[config.mk]
export PLATFORM = sky130hd
export DESIGN_NAME = octave_tap_divider
export DESIGN_NICKNAME = d
export VERILOG_FILES = /design/src/rtl/octave_div_pkg.sv /design/src/rtl/odt_tap_ctrl.sv /design/src/rtl/odt_tap_counter.sv /design/src/rtl/octave_tap_divider.sv
export SDC_FILE = /design/constraint.sdc
export NUM_CORES = 1
export LEC_CHECK = 0
export BUFFER_PORTS_ARGS = -buffer_cell sky130_fd_sc_hd__buf_2
export CAP_MARGIN = 40
export CORE_ASPECT_RATIO = 2
export CORE_MARGIN = 4
export CORE_UTILIZATION = 30
export CTS_BUF_LIST = sky130_fd_sc_hd__clkbuf_16
export CTS_CLUSTER_DIAMETER = 60
export DETAILED_ROUTE_END_ITERATION = 10
export GPL_TIMING_DRIVEN = 0
export PLACE_DENSITY = 0.49
export SLEW_MARGIN = 10
export SYNTH_ARGS = -nofsm -noshare
export SYNTH_HDL_FRONTEND = slang
export SYNTH_SLANG_ARGS = --single-unit
[constraint.sdc]
create_clock -name clk_ref -period 6.4 [get_ports clk_ref]
set_input_delay 1.28 -clock clk_ref [delete_from_list [all_inputs] [get_ports clk_ref]]
set_output_delay 1.28 -clock clk_ref [all_outputs]
set_load 0.01 [all_outputs]
[src/rtl/octave_div_pkg.sv]
`timescale 1ns/1ps
package octave_div_pkg;

  typedef enum logic {
    LADDER_PERF  = 1'b0,
    LADDER_POWER = 1'b1
  } ladder_e;

  // total ratio of tap k for post-divide value n
  function automatic int unsigned tap_ratio(ladder_e lad, int k, int unsigned n);
    int unsigned sh;
    sh = int'(k) + ((lad == LADDER_PERF) ? 1 : 0);
    return (n + 1) << sh;
  endfunction

  // first count value of the high phase: ceil(r/2)
  function automatic int unsigned high_start(int unsigned r);
    return (r + 1) >> 1;
  endfunction

endpackage

[src/rtl/odt_tap_ctrl.sv]
`timescale 1ns/1ps
module odt_tap_ctrl #(
  parameter int DIV_W = 3
) (
  input  logic             clk_ref,
  input  logic             run_en,
  input  logic             run_force,
  input  logic             kill,
  input  logic             kill_ignore,
  input  logic             div_rst_n,
  input  logic [DIV_W-1:0] post_div,
  input  logic             period_end,
  output logic             clear_any,
  output logic             gate,
  output logic             active,
  output logic             restart,
  output logic [DIV_W-1:0] n_cur
);

  assign clear_any = (kill & ~kill_ignore) | ~div_rst_n;
  assign gate      = run_en | run_force;
  // every counter returns to zero: idle, first active edge or slowest wrap
  assign restart   = ~gate | ~active | period_end;

  always_ff @(posedge clk_ref or posedge clear_any) begin
    if (clear_any) begin
      active <= 1'b0;
      n_cur  <= '0;
    end else begin
      active <= gate;
      if (restart) n_cur <= post_div;
    end
  end

endmodule

[src/rtl/odt_tap_counter.sv]
`timescale 1ns/1ps
module odt_tap_counter #(
  parameter int CNT_W = 8
) (
  input  logic             clk_ref,
  input  logic             clear_any,
  input  logic             restart,
  input  logic             run,
  input  logic [CNT_W-1:0] ratio,
  output logic             tap_q,
  output logic             at_last
);

  logic [CNT_W-1:0] cnt_q;
  logic [CNT_W-1:0] cnt_nxt;
  logic [CNT_W-1:0] hi_mark;

  assign hi_mark = CNT_W'(octave_div_pkg::high_start(32'(ratio)));
  assign at_last = (cnt_q == ratio - CNT_W'(1));

  always_comb begin
    if (restart || at_last) cnt_nxt = '0;
    else                    cnt_nxt = cnt_q + CNT_W'(1);
  end

  always_ff @(posedge clk_ref or posedge clear_any) begin
    if (clear_any) begin
      cnt_q <= '0;
      tap_q <= 1'b0;
    end else begin
      cnt_q <= cnt_nxt;
      tap_q <= run && (cnt_nxt >= hi_mark);
    end
  end

endmodule

[src/rtl/octave_tap_divider.sv]
`timescale 1ns/1ps
module octave_tap_divider #(
  parameter int                      DIV_W  = 3,
  parameter int                      NTAPS  = 4,
  parameter octave_div_pkg::ladder_e LADDER = octave_div_pkg::LADDER_PERF
) (
  input  logic             clk_ref,
  input  logic             run_en,
  input  logic             run_force,
  input  logic             kill,
  input  logic             kill_ignore,
  input  logic             div_rst_n,
  input  logic [DIV_W-1:0] post_div,
  output logic [NTAPS-1:0] tap_o
);

  localparam int CNT_W = DIV_W + NTAPS + 1;

  logic             clear_any;
  logic             gate;
  logic             active;
  logic             restart;
  logic             period_end;
  logic [DIV_W-1:0] n_cur;
  logic [NTAPS-1:0] tap_q;
  logic [NTAPS-1:0] at_last;
  logic [CNT_W-1:0] ratio [NTAPS];

  // all counters sit on their last count only at the slowest tap's wrap
  assign period_end = active & (&at_last);

  odt_tap_ctrl #(.DIV_W(DIV_W)) u_ctrl (
    .clk_ref    (clk_ref),
    .run_en     (run_en),
    .run_force  (run_force),
    .kill       (kill),
    .kill_ignore(kill_ignore),
    .div_rst_n  (div_rst_n),
    .post_div   (post_div),
    .period_end (period_end),
    .clear_any  (clear_any),
    .gate       (gate),
    .active     (active),
    .restart    (restart),
    .n_cur      (n_cur)
  );

  for (genvar k = 0; k < NTAPS; k++) begin : g_tap
    assign ratio[k] = CNT_W'(octave_div_pkg::tap_ratio(LADDER, k, 32'(n_cur)));

    odt_tap_counter #(.CNT_W(CNT_W)) u_cnt (
      .clk_ref  (clk_ref),
      .clear_any(clear_any),
      .restart  (restart),
      .run      (gate),
      .ratio    (ratio[k]),
      .tap_q    (tap_q[k]),
      .at_last  (at_last[k])
    );

    // a total ratio of one passes the reference through while running
    assign tap_o[k] = (ratio[k] == CNT_W'(1)) ? (clk_ref & active) : tap_q[k];
  end

endmodule

## After elaboration in Yosys (flattened, before gate mapping)

Cells that the tools add are included.
Widths: inputs -> output; s select.

| storage, ports and cells | value |
|---|---|
| bits in registers | 40 |
| latch bits | 0 |
| memory bits (writable) | 0 |
| ROM bits | 0 |
| input bits | 9 |
| output and inout bits | 4 |
| word-level logic and storage cells | 54 |
| memories | 0 |

| cells by class | value |
|---|---|
| $add $sub $neg | 13 |
| multiply operators | 0 |
| divide/modulo/power cells | 0 |
| magnitude comparators | 4 |
| equal/unequal tests | 4 |
| shift operators | 0 |
| muxes and demuxes | 4 |
| bitwise logic cells | 10 |
| reduce and logical (&&, ||, !) cells | 9 |

Operators with widths:

| kind | number |
|---|---|
| $add 8x1->8 const B | 4 |
| $eq 8x8->1 | 4 |
| $ge 8x8->1 | 4 |
| $mux 8 | 4 |
| $add 8x1->9 const B | 1 |
| $add 7x1->8 const B | 1 |
| $sub 7x1->8 const B | 1 |
| $sub 8x1->8 const B | 1 |
| $add 6x1->7 const B | 1 |
| $sub 6x1->7 const B | 1 |
| $add 5x1->6 const B | 1 |
| $sub 5x1->6 const B | 1 |
| $add 3x1->4 const B | 1 |
| $logic_and 1x1->1 | 4 |
| $logic_or 1x1->1 | 4 |
| $not 1->1 | 4 |
| $or 1x1->1 | 4 |
| $reduce_and 4->1 | 1 |
| $and 1x1->1 | 2 |

## Longest topological paths before layout

| logic depth | value |
|---|---|
| depth after elaboration | 10 |
| depth in mapped cells | 15 |
| gate-level depth less buffers | 13 |

## Hierarchy

Synthesis repeated with hierarchy kept, for this count alone.

| second synthesis, totals | value |
|---|---|
| cell total of the unflattened synthesis | 472 |
| area, all modules | 4331.7 um2 |

By module, submodules not included:

| module | instances | cells each | area an instance (um2) | sequential area each (um2) |
|---|---|---|---|---|
| odt_tap_counter at g_tap[0].u_cnt ... | 3 | 113 | 1041.0 | 225.2 |
| odt_tap_counter at g_tap[2].u_cnt | 1 | 111 | 979.7 | 225.2 |
| odt_tap_ctrl | 1 | 14 | 181.4 | 100.1 |
| octave_tap_divider | 1 | 8 | 47.5 | 0.0 |

## Worst setup path after synthesis

No wires, ideal clock.

| path | value |
|---|---|
| path kind | reg-to-reg |
| start point | register u_ctrl.n_cur[0] |
| end point | register g_tap[0].u_cnt.tap_q |
| setup time | 128 ps |
| arrival time | 3288 ps |
| required time | 6272 ps |
| slack | 2984 ps |
| cell stages (with the launch flop) | 16 |
| buffers on the path | 2 |
| clock period less this slack | 3416 ps |
| cell sequence | dfrtp_1 ha_1 buf_2 and4bb_1 a211oi_2 mux2_2 a221oi_4 or2_1 clkbuf_1 nor2_1 ha_1 a21o_1 a21o_1 a21oi_1 o31a_1 nor2_1 |

| on the way | value |
|---|---|
| cells in the longest elaborated chain, start to end | 10 |
| elaborated cells between the ends (all ways) | 17 |
| classes of those cells | 6 x add/sub; 1 x order compare; 4 x eq/ne; 1 x mux; 2 x bitwise; 3 x reduce/logical |

Ends and longest elaborated chain:

| element | line | text |
|---|---|---|
| start: declaration | odt_tap_ctrl.sv:17 | `output logic [DIV_W-1:0] n_cur` |
| start signal: assignment | odt_tap_ctrl.sv:31 | `if (restart) n_cur <= post_div;` |
| $add 3x1->4 (*) | octave_div_pkg.sv:13 | `return (n + 1) << sh;` |
| $sub 8x1->8 (tied with other cells) | odt_tap_counter.sv:19 | `assign at_last = (cnt_q == ratio - CNT_W'(1));` |
| $eq 8x8->1 | odt_tap_counter.sv:19 |  |
| $reduce_and 4->1 | octave_tap_divider.sv:30 | `assign period_end = active & (&at_last);` |
| $and 1x1->1 | octave_tap_divider.sv:30 |  |
| $or 1x1->1 | odt_tap_ctrl.sv:23 | `assign restart = ~gate \| ~active \| period_end;` |
| $logic_or 1x1->1 (*) | odt_tap_counter.sv:22 | `if (restart \|\| at_last) cnt_nxt = '0;` |
| $mux 8 (*) | odt_tap_counter.sv:22 |  |
| net g_tap[0].u_cnt.cnt_nxt[1] | odt_tap_counter.sv:15 | `logic [CNT_W-1:0] cnt_nxt;` |
| $ge 8x8->1 (*) | odt_tap_counter.sv:32 | `tap_q <= run && (cnt_nxt >= hi_mark);` |
| $logic_and 1x1->1 (*) | odt_tap_counter.sv:32 |  |
| end signal: assignment | odt_tap_counter.sv:32 |  |
| end: declaration | odt_tap_counter.sv:10 | `output logic tap_q,` |

The timed path passes the listed nets; every way through them passes the cells marked *.
A chain may end at the register's enable or synchronous reset.

## Final worst setup path

Ends and elaborated chain as after synthesis.

==> flow_metrics.py <==
metrics = {
    "worst_setup_path": {
        "critPathKind": "register to register",
        "path_delay_family": "compound AO/OA/AOI/OAI gates",
        "critical_path.cell_chain": "ha_1, buf_2, and4bb_1, a211oi_2, mux2_2, a221oi_4, or2_1, clkbuf_1, nor2_1, ha_1, a21o_1, a21o_1, a21oi_1, o31a_1, nor2_1",
        "cp_max_fo": 8,
        "critical_path_end_type": "register",
        "critical_path.max_stage_delay_ns": 0.48,
        "critPathBufInv": 2,
        "data_arrival_time_of_the_critical_path_ns": 4.15,
        "cp.required_ns": 6.55,
        "worst_setup_path_start_kind": "register",
        "cp_slowest_cell": "sky130_fd_sc_hd__dfrtp_1",
    },
    "logic_synthesis": {
        "yosysUniqueCellTypes": 57,
        "synth-async-reset-ratio_pct": 100,
        "synth.yosys.seq_area_share_pct": 35.8,
        "synth_flop_cell": "sky130_fd_sc_hd__dfrtp_1",
        "yosysWarnings": 0,
        "syn_nets": 329,
        "postSynthRegisterBits": 40,
        "synth_top_cell_by_area": "sky130_fd_sc_hd__dfrtp_1",
        "synth_top_area_share_pct": 35.8,
        "synth_area_sq_um": 2790,
        "synth_edf_count": 0,
        "netlist_top_cells_area": "sky130_fd_sc_hd__dfrtp_1 (36%), sky130_fd_sc_hd__ha_1 (9.9%), sky130_fd_sc_hd__xnor2_1 (6.3%), sky130_fd_sc_hd__xor2_1 (6.3%), sky130_fd_sc_hd__nor2_1 (5.8%)",
        "netlist_instances": 298,
        "synthesis.area_per_instance_sq_um": 9.37,
    },
    "die": {
        "fp.dieW_um": 76.2,
        "design.die.area_sq_um": 11000,
        "boundaryPins": 13,
        "die-height_um": 144,
        "rows": 49,
        "start_util_pct": 30.8,
        "fp.coreArea_sq_um": 9070,
    },
    "timing": {
        "rsz0062_at_grt": "false",
        "post-route-min-period_ns": 4.01,
        "worstMarginPinSlew_ns": 0.708,
        "hold_viol_final": 0,
        "finalSetupTns_ns": 0,
        "final.period_utilization_pct": 62.6,
        "maxClockFrequency_mhz": 249,
        "worst_hold_slack_ns": 0.491,
        "timing.clock.skew_ns": 0.00717,
        "setup_violations": 0,
        "slew_viol_final": 0,
        "slew_headroom_pct": 52.7,
    },
    "place": {
        "gp_congestion": 0.815,
        "numPortBuffers": 12,
        "detailedPlacementHpwl_mm": 5.01,
    },
    "drt": {
        "num_vias": 2102,
        "dr.first_iter.drc_count": 98,
        "remaining_drc_errors": 0,
        "routed_wl_mm": 6.40,
        "drt-wirelength-per-cell_um": 15.2,
        "post_drt_via_cell_ratio": 5.00,
        "drt_first_pass_iters": 4,
        "count_of_nets_left_with_antenna_violations_after_detail_routing": 0,
    },
    "finish": {
        "diodes": 0,
        "post_route_cells_drive_above_1_share_pct": 14.2,
        "num-nets-final": 349,
        "fill_cells": 926,
        "area.growth.synth_to_final_pct": 14.5,
    },
    "global_routing": {
        "number_of_global_route_vias_before_repair": 2225,
        "track_usage_pct": 12.6,
        "global_route.overflow_total": 0,
        "global_route_wire_length_before_repair_mm": 10.9,
        "antenna_found_initial": 0,
        "pin_count_of_the_biggest_net_entering_global_routing": 23,
    },
    "clock_network": {
        "clockRootBuffer": "sky130_fd_sc_hd__clkbuf_16",
        "cts_buffers": 5,
        "clkTransAtPathRegs_ns": 0.06,
        "clock_tree.htree_level_count": 2,
        "worstSkewPairLatency_ns": 0.29,
        "cts_hold_buffers": 0,
        "clock-sinks": 40,
        "postCtsResizedCells": 0,
        "cts.repair_timing.setup_buffer_count": 0,
        "cts_max_path_buffers": 2,
        "tritoncts": "done",
    },
    "power_and_ir_drop": {
        "cellLeakagePower_uw": 0.00150,
        "vdd.ir_drop.worst_v": 0.000151,
        "report.power.total_uw": 869,
        "p_per_area_nw_per_um2": 272,
    },
    "run_status": {
        "status": "finished, final reports clean",
    },
    "hold_path": {
        "holdCritPathClass": "register to register",
    },
    "job": {
        "max_cap_viol_count": 0,
    },
}
[cell usage after synthesis (4+ instances only)]
library cell,number
sky130_fd_sc_hd__a21o_1,5
sky130_fd_sc_hd__a21oi_1,5
sky130_fd_sc_hd__buf_4,6
sky130_fd_sc_hd__clkbuf_1,6
sky130_fd_sc_hd__dfrtp_1,40
sky130_fd_sc_hd__ha_1,22
sky130_fd_sc_hd__inv_1,17
sky130_fd_sc_hd__nand2_1,15
sky130_fd_sc_hd__nand2b_1,6
sky130_fd_sc_hd__nand3_1,19
sky130_fd_sc_hd__nand4_1,5
sky130_fd_sc_hd__nor2_1,43
sky130_fd_sc_hd__o21ai_0,5
sky130_fd_sc_hd__or2_1,4
sky130_fd_sc_hd__or3_1,4
sky130_fd_sc_hd__xnor2_1,20
sky130_fd_sc_hd__xor2_1,20
[worst paths after layout]
| path | from | end | slack (ns) | cells past startpoint |
|---|---|---|---|---|
| setup / recovery | u_ctrl.n_cur[0] | g_tap[0].u_cnt.tap_q | 2.39 | 15 |
| hold / removal | g_tap[2].u_cnt.cnt_q[0] | g_tap[2].u_cnt.cnt_q[0] | 0.49 | 1 |
| setup reg to reg | u_ctrl.n_cur[0] | g_tap[0].u_cnt.tap_q | 2.39 | 15 |
| hold reg to reg | g_tap[2].u_cnt.cnt_q[0] | g_tap[2].u_cnt.cnt_q[0] | 0.49 | 1 |
| max in group asynchronous | kill_ignore | g_tap[0].u_cnt.cnt_q[3] | 4.63 | 4 |
| min in group asynchronous | div_rst_n | g_tap[1].u_cnt.cnt_q[5] | 1.16 | 2 |
[registers in the layout, indices dropped and copies added, names as in the netlist]
| register | count |
|---|---|
| g_tap.u_cnt.tap_q | 4 |
| g_tap.u_cnt.cnt_q | 32 |
| u_ctrl.n_cur | 3 |
| u_ctrl.active | 1 |
[per-stage QoR]
| step | setup slack, ns | area [sq um] | util, % | std cells |
|---|---|---|---|---|
| 2_1_floorplan | 1.05 | 2790 | - | 298 |
| 4_1_cts | 2.33 | 3200 | 35.2 | 420 |
| 3_5_place_dp | 2.28 | 3010 | 33.2 | 413 |
| 3_3_place_gp | -1.40 | 2980 | 32.8 | 412 |
| 5_1_grt | 2.18 | 3200 | 35.2 | 420 |
| 6_report | 2.39 | 3200 | 35.2 | 420 |
[per-layer routing]
metal  GRT usage, %  routed length [um]  up-vias
met5              0                   0        -
met3           1.56                 112       12
met1           12.0                2320     1010
met4           6.49                 214        0
li1               -                   -     1058
met2           25.9                3750       22
[cells in the final DEF (no fill, tap or decap), drive strengths merged, types with 12 or more instances in the layout]
cell type and count:
inv 19, dfrtp 40, nand2 15, ha 22, buf 21, nand3 19
xnor2 20, clkbuf 12, xor2 20, nor2 43
[cell families (layout without fill, tap and decap cells)]
| kind of cell | count (synthesis) | count (layout) | synth area share (%) |
|---|---|---|---|
| compound gates | 39 | 39 | 11.6 |
| xor+xnor | 41 | 41 | 13.4 |
| fa+ha+maj | 22 | 22 | 9.86 |
| buf+inv | 35 | 55 | 6.18 |
| flops | 40 | 40 | 35.8 |
| mux | 6 | 6 | 2.33 |
| simple gates | 115 | 115 | 20.7 |
[area by class of cell]
type	count	area, sq um	share of cell area, %
inverters	19	71.3	2.23
multi-input cells	223	1630	51.0
clock inverters	2	60.1	1.88
repair buffers	13	80.1	2.50
clock buffers	5	125	3.91
plain buffers	16	101	3.17
well taps	102	128	3.99
flip-flops and latches	40	1000	31.3
[power breakdown]
group,switching (uW),internal (uW),leakage (uW)
Clock,102,221,0.0000899
Sequential,20.9,276,0.000535
Combinational,137,112,0.000877
Total,260,609,0.00150
Power figures use the tool's default switching activity.
